### src/rtl/kbd_mailbox_pkg.sv
`timescale 1ns/1ps
package kbd_mailbox_pkg;
  // Status byte positions that the host and CPU decode
  localparam int OBF_POS = 0;
  localparam int IBF_POS = 1;
  localparam int TAG_POS = 3;

  typedef enum logic [1:0] {
    SEL_DATA = 2'd0,
    SEL_STAT = 2'd1,
    SEL_CTRL = 2'd2,
    SEL_NONE = 2'd3
  } cpu_sel_e;

  typedef struct packed {
    logic inLoad;     // host write into the input byte
    logic cmdTag;     // tag that goes with inLoad
    logic outUnload;  // host read of the output byte
    logic inUnload;   // CPU read of the input byte
    logic outLoad;    // CPU write of the output byte
    logic userLoad;   // CPU write of the status user bits
    logic ctrlLoad;   // CPU write of the control byte
  } mbox_strobe_t;
endpackage

### src/rtl/kbd_mailbox_ctrl.sv
`timescale 1ns/1ps
module kbd_mailbox_ctrl
  import kbd_mailbox_pkg::*;
(
  input  logic         hostWr,
  input  logic         hostRd,
  input  logic         hostAddrTag,
  input  logic         cpuWr,
  input  logic         cpuRd,
  input  logic [1:0]   cpuAddr,
  output mbox_strobe_t stb,
  output cpu_sel_e     cpuSel,
  output logic         hostSelStat
);
  always_comb begin
    cpuSel        = cpu_sel_e'(cpuAddr);
    hostSelStat   = hostAddrTag;
    stb.inLoad    = hostWr;
    stb.cmdTag    = hostAddrTag;
    stb.outUnload = hostRd && !hostAddrTag;
    stb.inUnload  = cpuRd && (cpuSel == SEL_DATA);
    stb.outLoad   = cpuWr && (cpuSel == SEL_DATA);
    stb.userLoad  = cpuWr && (cpuSel == SEL_STAT);
    stb.ctrlLoad  = cpuWr && (cpuSel == SEL_CTRL);
  end
endmodule

### src/rtl/kbd_mailbox_dp.sv
`timescale 1ns/1ps
module kbd_mailbox_dp
  import kbd_mailbox_pkg::*;
#(
  parameter int DATA_W = 8
) (
  input  logic              clk,
  input  logic              rstN,
  input  mbox_strobe_t      stb,
  input  cpu_sel_e          cpuSel,
  input  logic              hostSelStat,
  input  logic [DATA_W-1:0] hostWdata,
  input  logic [DATA_W-1:0] cpuWdata,
  output logic [DATA_W-1:0] hostRdata,
  output logic [DATA_W-1:0] cpuRdata,
  output logic [DATA_W-1:0] statusVal,
  output logic              irqEn,
  output logic              cpuIrq
);
  logic [DATA_W-1:0] inData;
  logic [DATA_W-1:0] outData;
  logic obfQ, ibfQ, tagQ;

  // Flags: a set event takes priority over a clear event
  always_ff @(posedge clk or negedge rstN) begin
    if (!rstN) begin
      obfQ  <= 1'b0;
      ibfQ  <= 1'b0;
      tagQ  <= 1'b0;
      irqEn <= 1'b0;
    end else begin
      if (stb.outLoad)        obfQ <= 1'b1;
      else if (stb.outUnload) obfQ <= 1'b0;
      if (stb.inLoad)         ibfQ <= 1'b1;
      else if (stb.inUnload)  ibfQ <= 1'b0;
      if (stb.inLoad)         tagQ <= stb.cmdTag;
      if (stb.ctrlLoad)       irqEn <= cpuWdata[0];
    end
  end

  // Data bytes carry no reset; the flags say whether they are valid
  always_ff @(posedge clk) begin
    if (stb.inLoad)  inData  <= hostWdata;
    if (stb.outLoad) outData <= cpuWdata;
  end

  // Status byte: flags at fixed positions, a user register at every other bit
  for (genvar i = 0; i < DATA_W; i++) begin : g_stat
    if (i == OBF_POS) begin : g_obf
      assign statusVal[i] = obfQ;
    end else if (i == IBF_POS) begin : g_ibf
      assign statusVal[i] = ibfQ;
    end else if (i == TAG_POS) begin : g_tag
      assign statusVal[i] = tagQ;
    end else begin : g_user
      logic userQ;
      always_ff @(posedge clk or negedge rstN) begin
        if (!rstN)             userQ <= 1'b0;
        else if (stb.userLoad) userQ <= cpuWdata[i];
      end
      assign statusVal[i] = userQ;
    end
  end

  always_comb begin
    hostRdata = hostSelStat ? statusVal : outData;
    unique case (cpuSel)
      SEL_DATA: cpuRdata = inData;
      SEL_STAT: cpuRdata = statusVal;
      SEL_CTRL: cpuRdata = {{(DATA_W-1){1'b0}}, irqEn};
      default:  cpuRdata = '0;
    endcase
  end

  assign cpuIrq = ibfQ & irqEn;
endmodule

### src/rtl/kbd_mailbox.sv
`timescale 1ns/1ps
module kbd_mailbox
  import kbd_mailbox_pkg::*;
#(
  parameter int DATA_W = 8
) (
  input  logic              clk,
  input  logic              rstN,
  input  logic              hostWr,
  input  logic              hostRd,
  input  logic              hostAddrTag,
  input  logic [DATA_W-1:0] hostWdata,
  output logic [DATA_W-1:0] hostRdata,
  input  logic              cpuWr,
  input  logic              cpuRd,
  input  logic [1:0]        cpuAddr,
  input  logic [DATA_W-1:0] cpuWdata,
  output logic [DATA_W-1:0] cpuRdata,
  output logic              cpuIrq
);
  mbox_strobe_t      stb;
  cpu_sel_e          cpuSel;
  logic              hostSelStat;
  logic [DATA_W-1:0] statusVal;
  logic              irqEn;

  kbd_mailbox_ctrl u_ctrl (
    .hostWr      (hostWr),
    .hostRd      (hostRd),
    .hostAddrTag (hostAddrTag),
    .cpuWr       (cpuWr),
    .cpuRd       (cpuRd),
    .cpuAddr     (cpuAddr),
    .stb         (stb),
    .cpuSel      (cpuSel),
    .hostSelStat (hostSelStat)
  );

  kbd_mailbox_dp #(.DATA_W(DATA_W)) u_dp (
    .clk         (clk),
    .rstN        (rstN),
    .stb         (stb),
    .cpuSel      (cpuSel),
    .hostSelStat (hostSelStat),
    .hostWdata   (hostWdata),
    .cpuWdata    (cpuWdata),
    .hostRdata   (hostRdata),
    .cpuRdata    (cpuRdata),
    .statusVal   (statusVal),
    .irqEn       (irqEn),
    .cpuIrq      (cpuIrq)
  );
endmodule

### config.mk
export PLATFORM = sky130hd
export DESIGN_NAME = kbd_mailbox
export DESIGN_NICKNAME = d
export VERILOG_FILES = /design/src/rtl/kbd_mailbox_pkg.sv /design/src/rtl/kbd_mailbox_ctrl.sv /design/src/rtl/kbd_mailbox_dp.sv /design/src/rtl/kbd_mailbox.sv
export SDC_FILE = /design/constraint.sdc
export NUM_CORES = 1
export LEC_CHECK = 0
export BUFFER_PORTS_ARGS = -buffer_cell sky130_fd_sc_hd__buf_2
export CAP_MARGIN = 20
export CORE_MARGIN = 2
export CORE_UTILIZATION = 45
export CTS_BUF_LIST = sky130_fd_sc_hd__clkbuf_16
export CTS_CLUSTER_DIAMETER = 50
export DETAILED_ROUTE_END_ITERATION = 10
export PLACE_DENSITY = 0.81
export SYNTH_ARGS = -nofsm -noshare
export SYNTH_HDL_FRONTEND = slang
export SYNTH_HIERARCHICAL = 1
export SYNTH_SLANG_ARGS = --single-unit
### constraint.sdc
create_clock -name clk -period 1 [get_ports clk]
set_input_delay 0.15 -clock clk [delete_from_list [all_inputs] [get_ports clk]]
set_output_delay 0.15 -clock clk [all_outputs]
set_load 0.01 [all_outputs]
==> impl_metrics.py, run 1 <==
metrics = {
    "layout": {
        "layout.area.seq_um2": 706,
        "layout_commonest_cell": "buf_2",
        "fillers": 200,
        "area_growth_pct": 32.1,
        "mostFrequentLayoutCells": "buf_2 (33), edfxtp_1 (16), dfrtp_1 (9)",
        "antenna_cells": 0,
        "drive_gt1_share_pct": 55.8,
        "multiInputGateArea_um2": 383,
        "fin_cells": 150,
        "nets": 146,
    },
    "routing": {
        "firstDrtPassIters": 2,
        "ant_nets": 0,
        "routed_wl_um": 2030,
        "vias": 720,
        "wl_per_cell_um": 13.5,
        "vias_per_cell": 4.80,
        "dr.first_iter.drc_count": 2,
        "drc": 0,
    },
    "critical_path": {
        "start_kind": "register",
        "crit_required_ps": 850,
        "path_delay_family": "flip-flops",
        "critPathSlowestCell": "dfrtp_1",
        "crit_fanout": 4,
        "cp_num_buf_inv": 1,
        "path_class": "reg2out",
        "slowest_delay_ps": 410,
        "critPathCaptureType": "primary output",
        "crit_arrival_ps": 1060,
        "cp_cell_sequence": "mux2_4 -> buf_6",
    },
    "grt": {
        "antenna_found_initial": 0,
        "grt_pass1_wl_um": 3170,
        "grt_pass1_vias": 741,
        "grt_overflow": 0,
        "grt_usage_pct": 15.5,
        "grt_start_max_net_pins": 14,
    },
    "run_status": {
        "outcome": "complete, but fails checks",
        "violations": "setup timing",
    },
    "die": {
        "rows": 18,
        "core_um2": 2450,
        "dieArea_um2": 3000,
        "die_x_um": 54.7,
        "die_h_um": 54.7,
        "start_util_pct": 47.2,
        "top_level_ports": 42,
    },
    "power": {
        "leakage_nw": 0.717,
        "ir_drop_mv": 1.46,
        "powerDensity_nw_per_um2": 1710,
    },
    "sta": {
        "finalCritPeriodShare_pct": 121,
        "drv_slew": 0,
        "worst_slack_ps": -211,
        "timing.fmax_mhz": 826,
        "maxSlewHeadroom_pct": 81.4,
        "clock_skew_ps": 0,
        "rsz0062_at_grt": "yes",
        "setup_viol": 17,
        "finalHoldWorstSlack_ps": 68.0,
        "hold_viol": 0,
        "worst-slew-pin-transition_ps": 278,
        "fin_crit_ps": 1210,
    },
    "clock_tree": {
        "cts_root_buf": "clkbuf_16",
        "cts_sinks": 25,
        "cts_buffers": 3,
        "htreeDepth": 1,
        "clk_pin_slew_ps": 60,
        "clk_latency_ps": 250,
        "cts_tree": "done",
        "cts_buffer_depth": 2,
    },
    "synth": {
        "postSynthCellCount": 75,
        "synth_warnings": 6,
        "syn_nets": 100,
        "syn-cell-area_um2": 1160,
        "avgSynthCellArea_um2": 15.4,
    },
    "placement": {
        "port_buffers": 41,
        "gp_congestion": 0.737,
        "hpwl_um": 1610,
        "dp_cells": 144,
    },
    "flow_run": {
        "max_cap_violations": 0,
    },
    "hold_path": {
        "min_path_type": "in2reg",
    },
}
per-layer routing:
metal | routed length (um) | vias up | track usage (%) | share of wire, %
met5 | 0 | - | 0 | 0
met4 | 57 | 0 | 9.58 | 2.8
met3 | 91 | 8 | 2.73 | 4.5
met2 | 1010 | 30 | 24.4 | 50
met1 | 871 | 329 | 19.8 | 43
li1 | - | 353 | - | -
stage by stage:
step                      power (mW)  utilization (%)  TNS (ps)  instance area [um2]  worst slack [ps]
after floorplan                 1.55                -         0                 1160              31.1
after global placement          1.70             56.4      -592                 1380             -81.7
final                           2.61             62.3     -2850                 1530              -211
after detailed placement        1.72             56.4      -821                 1380              -118
after global routing            2.72             62.3     -3570                 1530              -259
after CTS                       2.63             62.3     -2940                 1530              -223
worst paths after layout:
| kind | cells after the start | end | slack [ps] | startpoint |
|---|---|---|---|---|
| max in group asynchronous | 2 | u_dp/irqEn$_DFFE_PN0P_ | 540 | rstN |
| hold reg to reg | 1 | u_dp/irqEn$_DFFE_PN0P_ | 540 | u_dp/irqEn$_DFFE_PN0P_ |
| setup / recovery | 2 | hostRdata[1] | -210 | u_dp/ibfQ$_DFFE_PN0P_ |
| min in group asynchronous | 2 | u_dp/g_stat[6].g_user.userQ$_DFFE_PN0P_ | 280 | rstN |
| setup reg to reg | 2 | u_dp/g_stat[6].g_user.userQ$_DFFE_PN0P_ | 80 | u_dp/g_stat[6].g_user.userQ$_DFFE_PN0P_ |
| hold / removal | 1 | u_dp/inData[0]$_DFFE_PP_ | 70 | hostWdata[0] |
sequential cells by signal, indices dropped and copies added (netlist names):
name,count
u_dp/irqEn,1
u_dp/g_stat.g_user.userQ,5
u_dp/outData,8
u_dp/obfQ,1
u_dp/inData,8
u_dp/tagQ,1
u_dp/ibfQ,1
area by class of cell:
| cell class | instances | share of cell area (%) |
|---|---|---|
| Tap cell | 30 | 2.45 |
| Sequential cell | 25 | 46.1 |
| Multi-Input combinational cell | 40 | 25.0 |
| Clock buffer | 3 | 4.91 |
| Timing Repair Buffer | 49 | 20.8 |
| Inverter | 2 | 0.491 |
| Clock inverter | 1 | 0.245 |
worst reg2reg max path: stages (launching register included):
cell	delay [ps]
dfrtp_1	410
buf_4	140
mux2_2	250
timing repair:
| action | in CTS | in global routing |
|---|---|---|
| pin swaps | 0 | 2 |
| setup endpoints to repair | 17 | 17 |
| hold buffers | 1 | 0 |
| buffers inserted | 1 | 0 |
| endpoints found under the hold margin | 9 | 0 |
| resized for setup | 8 | 0 |
power by group:
| part | total [mW] | switching (mW) | leakage (nW) | internal [mW] |
|---|---|---|---|---|
| Sequential | 1.28 | 0.0686 | 0.256 | 1.21 |
| Clock | 0.848 | 0.315 | 0.0423 | 0.533 |
| Combinational | 0.489 | 0.191 | 0.418 | 0.298 |
Power figures use the tool's default switching activity.
==> run 2, diff against run 1 <==
--- a/config.mk
+++ b/config.mk
@@ -8,11 +8,11 @@
 export BUFFER_PORTS_ARGS = -buffer_cell sky130_fd_sc_hd__buf_2
 export CAP_MARGIN = 20
 export CORE_MARGIN = 2
-export CORE_UTILIZATION = 45
+export CORE_UTILIZATION = 49
 export CTS_BUF_LIST = sky130_fd_sc_hd__clkbuf_16
 export CTS_CLUSTER_DIAMETER = 50
 export DETAILED_ROUTE_END_ITERATION = 10
-export PLACE_DENSITY = 0.81
+export PLACE_DENSITY = 0.86
 export SYNTH_ARGS = -nofsm -noshare
 export SYNTH_HDL_FRONTEND = slang
 export SYNTH_HIERARCHICAL = 1
==> impl_metrics.py, run 2 (synthesized netlist as in run 1, its figures left out) <==
metrics = {
    "sta": {
        "setup_viol": 18,
        "finalCritPeriodShare_pct": 122,
        "worst-slew-pin-transition_ps": 288,
        "fin_crit_ps": 1220,
        "finalHoldWorstSlack_ps": 65.5,
        "clock_skew_ps": 0,
        "rsz0062_at_grt": "yes",
        "maxSlewHeadroom_pct": 80.8,
        "drv_slew": 0,
        "worst_slack_ps": -221,
        "timing.fmax_mhz": 819,
        "hold_viol": 0,
    },
    "power": {
        "leakage_nw": 0.722,
        "powerDensity_nw_per_um2": 1710,
        "ir_drop_mv": 1.36,
        "total_power_mw": 2.63,
    },
    "routing": {
        "firstDrtPassIters": 4,
        "dr.first_iter.drc_count": 3,
        "wl_per_cell_um": 14.0,
        "vias": 745,
        "drc": 0,
        "ant_nets": 0,
        "routed_wl_um": 2080,
        "vias_per_cell": 5.00,
    },
    "critical_path": {
        "cp_cell_sequence": "mux2_4 -> buf_6",
        "timing.rr.start": "u_dp/g_stat[5].g_user.userQ$_DFFE_PN0P_",
        "crit_cells": 2,
        "cp-startpoint": "u_dp/ibfQ$_DFFE_PN0P_",
        "crit_fanout": 4,
        "crit_required_ps": 850,
        "start_kind": "register",
        "crit_arrival_ps": 1070,
        "slowest_delay_ps": 420,
        "path_delay_family": "flip-flops",
        "reg2reg_depth": 3,
        "cp_num_buf_inv": 1,
        "path_class": "reg2out",
        "critPathCaptureType": "primary output",
        "critPathSlowestCell": "dfrtp_1",
    },
    "grt": {
        "grt_pass1_wl_um": 3420,
        "grt_start_max_net_pins": 14,
        "grt_overflow": 0,
        "grt_pass1_vias": 770,
        "antenna_found_initial": 0,
        "grt_usage_pct": 17.8,
    },
    "clock_tree": {
        "cts_root_buf": "clkbuf_16",
        "cts_tree": "done",
        "cts_buffer_depth": 2,
        "clk_pin_slew_ps": 60,
        "cts_buffers": 3,
        "htreeDepth": 1,
        "clk_latency_ps": 250,
        "cts_sinks": 25,
    },
    "layout": {
        "fillers": 159,
        "fin_area_um2": 1540,
        "area_growth_pct": 32.5,
        "nets": 147,
        "largest_registers": "u_dp/inData: 8 flops, u_dp/outData: 8 flops, u_dp/g_stat.g_user.userQ: 5 flops",
        "mostFrequentLayoutCells": "buf_2 (33), edfxtp_1 (16), dfrtp_1 (9)",
        "layout.area.seq_um2": 706,
        "multiInputGateArea_um2": 383,
        "utilization_pct": 68.7,
        "drive_gt1_share_pct": 56.2,
        "layout_commonest_cell": "buf_2",
        "antenna_cells": 0,
    },
    "hold_path": {
        "holdCritStartpoint": "hostWdata[5]",
        "min_path_type": "in2reg",
        "hold-path-cell-count": 1,
    },
    "die": {
        "top_level_ports": 42,
        "start_util_pct": 51.9,
        "core_um2": 2230,
        "rows": 17,
        "dieArea_um2": 2770,
        "die_h_um": 52.6,
        "die_x_um": 52.6,
    },
    "flow_run": {
        "max_cap_violations": 0,
    },
    "placement": {
        "port_buffers": 41,
        "placed_area_um2": 1370,
        "hpwl_um": 1520,
        "gp_congestion": 0.701,
    },
    "run_status": {
        "outcome": "complete, but fails checks",
        "violations": "setup timing",
    },
}
[run 2: changes by cell type in the layout (fill, tap and decap cells not counted), sizes merged]
cell / change
buf: +1
[run 2: worst reg2reg max path, stage by stage, from the launching register on]
cell and delay, ps:
dfrtp_1 410, buf_4 140, buf_4 120, mux2_2 250
[run 2: timing repair]
action                                  CTS  global route
pin swaps                                 1             3
endpoints found under the setup margin   17            17
hold endpoints to repair                  9             0
buffers inserted                          1             2
resized for setup                         8             0
hold buffers                              1             0
[run 2: final timing paths]
check	to	slack [ps]
max in group asynchronous	u_dp/obfQ$_DFFE_PN0P_	520
min in group asynchronous	u_dp/g_stat[6].g_user.userQ$_DFFE_PN0P_	300
worst max register to register	u_dp/g_stat[5].g_user.userQ$_DFFE_PN0P_	-40
worst min-delay path	u_dp/inData[5]$_DFFE_PP_	70
worst min register to register	u_dp/irqEn$_DFFE_PN0P_	560
worst max-delay path	hostRdata[1]	-220
[run 2: per-stage QoR]
stage,TNS (ps),cells,setup WS [ps]
2_1_floorplan,0,75,31.1
3_3_place_gp,-566,141,-78.9
3_5_place_dp,-978,141,-114
4_1_cts,-3020,147,-226
5_1_grt,-3830,149,-260
6_report,-3020,149,-221
[run 2: power breakdown]
| part | leakage, nW | internal [mW] | switching (mW) | total, mW |
|---|---|---|---|---|
| Clock | 0.0423 | 0.533 | 0.316 | 0.849 |
| Sequential | 0.256 | 1.21 | 0.0672 | 1.27 |
| Combinational | 0.423 | 0.310 | 0.198 | 0.509 |
| Total | 0.722 | 2.05 | 0.581 | 2.63 |
[run 2: per-layer routing]
layer | wire length (um) | up-vias | global-route usage, %
li1 | - | 356 | -
met5 | 0 | - | 0
met3 | 106 | 6 | 3.43
met2 | 1060 | 35 | 29.8
met1 | 847 | 348 | 21.2
met4 | 68 | 0 | 10.3
[run 2: cell type report]
class | count | area share [%]
flip-flops and latches | 25 | 46.0
repair buffers | 50 | 21.2
multi-input cells | 40 | 24.9
clock buffers | 3 | 4.89
clock inverters | 1 | 0.244
inverters | 2 | 0.489
well taps | 28 | 2.28
==> run 3, diff against run 2 <==
--- a/config.mk
+++ b/config.mk
@@ -6,7 +6,8 @@
 export NUM_CORES = 1
 export LEC_CHECK = 0
 export BUFFER_PORTS_ARGS = -buffer_cell sky130_fd_sc_hd__buf_2
-export CAP_MARGIN = 20
+export CAP_MARGIN = 15
+export CORE_ASPECT_RATIO = 0.6
 export CORE_MARGIN = 2
 export CORE_UTILIZATION = 49
 export CTS_BUF_LIST = sky130_fd_sc_hd__clkbuf_16
==> impl_metrics.py, run 3 (synthesized netlist as in run 1, its figures left out) <==
metrics = {
    "routing": {
        "drc": 0,
        "dr.first_iter.drc_count": 28,
        "vias": 762,
        "firstDrtPassIters": 4,
        "wl_per_cell_um": 15.2,
        "ant_nets": 0,
        "routed_wl_um": 2350,
        "vias_per_cell": 4.92,
    },
    "hold_path": {
        "min_path_type": "in2reg",
    },
    "grt": {
        "grt_pass1_vias": 811,
        "grt_pass1_wl_um": 3770,
        "antenna_found_initial": 0,
        "grt_overflow": 0,
        "grt_start_max_net_pins": 15,
        "grt_usage_pct": 18.9,
    },
    "sta": {
        "finalSetupTns_ps": -2640,
        "finalCritPeriodShare_pct": 120,
        "hold_viol": 0,
        "worst_slack_ps": -199,
        "timing.fmax_mhz": 834,
        "rsz0062_at_grt": "yes",
        "setup_viol": 17,
        "drv_slew": 0,
        "clock_skew_ps": 0,
        "worst-slew-pin-transition_ps": 322,
        "maxSlewHeadroom_pct": 78.6,
        "fin_crit_ps": 1200,
    },
    "layout": {
        "fin_cells": 155,
        "area_growth_pct": 35.4,
        "drive_gt1_share_pct": 58.4,
        "fillers": 163,
        "nets": 151,
        "antenna_cells": 0,
        "layout_commonest_cell": "buf_2",
        "largest_registers": "u_dp/inData: 8 flops, u_dp/outData: 8 flops, u_dp/g_stat.g_user.userQ: 5 flops",
        "mostFrequentLayoutCells": "buf_2 (33), edfxtp_1 (16), buf_4 (12)",
        "fin_area_um2": 1570,
    },
    "placement": {
        "hpwl_um": 1740,
        "gp_congestion": 0.783,
        "port_buffers": 41,
        "dp_cells": 146,
        "placed_area_um2": 1400,
    },
    "clock_tree": {
        "cts_tree": "done",
        "htreeDepth": 1,
        "clk_latency_ps": 250,
        "cts_buffer_depth": 2,
        "cts_root_buf": "clkbuf_16",
        "clk_pin_slew_ps": 60,
        "cts_sinks": 25,
        "cts_buffers": 3,
    },
    "critical_path": {
        "path_class": "reg2out",
        "slowest_delay_ps": 410,
        "path_delay_family": "flip-flops",
        "r2r_setup_slack_ps": 90,
        "start_kind": "register",
        "crit_required_ps": 850,
        "critPathSlowestCell": "dfrtp_1",
        "crit_fanout": 4,
        "critPathCaptureType": "primary output",
        "crit_arrival_ps": 1050,
        "cp_cell_sequence": "mux2_4 -> buf_6",
        "cp_num_buf_inv": 1,
    },
    "power": {
        "leakage_nw": 0.739,
        "powerDensity_nw_per_um2": 1690,
        "ir_drop_mv": 1.12,
    },
    "die": {
        "top_level_ports": 42,
        "start_util_pct": 52.8,
        "die_h_um": 41.7,
        "dieArea_um2": 2780,
        "die_x_um": 66.8,
        "rows": 13,
        "core_um2": 2200,
    },
    "run_status": {
        "outcome": "complete, but fails checks",
        "violations": "setup timing",
    },
    "flow_run": {
        "max_cap_violations": 0,
    },
}
run 3: changes by cell type in the layout (fill, tap and decap cells not counted):
| cell | before | now |
|---|---|---|
| clkinv_2 | 0 | 1 |
| inv_1 | 3 | 2 |
| buf_4 | 8 | 12 |
run 3: worst reg2reg max path: stages (launching register included):
cell,delay [ps]
dfrtp_1,400
buf_4,140
mux2_2,250
run 3: through the flow:
step	util (%)	setup slack [ps]	power, mW	hold slack, ps
floorplan	-	31.1	1.55	-146
finish	71.5	-199	2.65	69.9
global placement	63.7	-86.9	1.71	9.25
detailed placement	63.7	-117	1.73	18.0
CTS	71.1	-206	2.67	63.4
global route	71.5	-230	2.77	56.3
run 3: report_power, final:
part           internal (mW)  switching, mW
Combinational          0.322          0.208
Sequential              1.21         0.0603
Clock                  0.537          0.311
Total                   2.07          0.579
run 3: cell type report:
cell class,instances,area [um2],share of cell area [%]
flip-flops and latches,25,706,45.0
multi-input cells,40,383,24.4
repair buffers,54,355,22.6
clock buffers,3,75.1,4.78
well taps,30,37.5,2.39
inverters,2,7.51,0.478
clock inverters,1,5.00,0.319
run 3: path summary, 6_finish.rpt:
check                                                         from                                 endpoint  cells after the start
max                                          u_dp/ibfQ$_DFFE_PN0P_                             hostRdata[1]                      2
min                                                   hostWdata[2]                 u_dp/inData[2]$_DFFE_PP_                      1
max reg2reg                u_dp/g_stat[6].g_user.userQ$_DFFE_PN0P_  u_dp/g_stat[6].g_user.userQ$_DFFE_PN0P_                      2
min reg2reg                                  u_dp/obfQ$_DFFE_PN0P_                    u_dp/obfQ$_DFFE_PN0P_                      1
max in group asynchronous                                     rstN                   u_dp/irqEn$_DFFE_PN0P_                      2
min in group asynchronous                                     rstN                    u_dp/ibfQ$_DFFE_PN0P_                      2
run 3: timing repair:
item,in CTS,in global routing
buffers inserted,3,1
gates cloned,0,0
pin swaps,0,1
gates resized for setup,8,0
hold endpoints to repair,9,0
hold buffers,1,0
endpoints found under the setup margin,17,17
run 3: metal layers:
layer | track usage, % | vias up | routed length (um)
met3 | 6.78 | 2 | 156
met2 | 30.6 | 31 | 1150
met1 | 23.9 | 362 | 1020
met4 | 5.71 | 0 | 22
met5 | 0 | - | 0
li1 | - | 367 | -
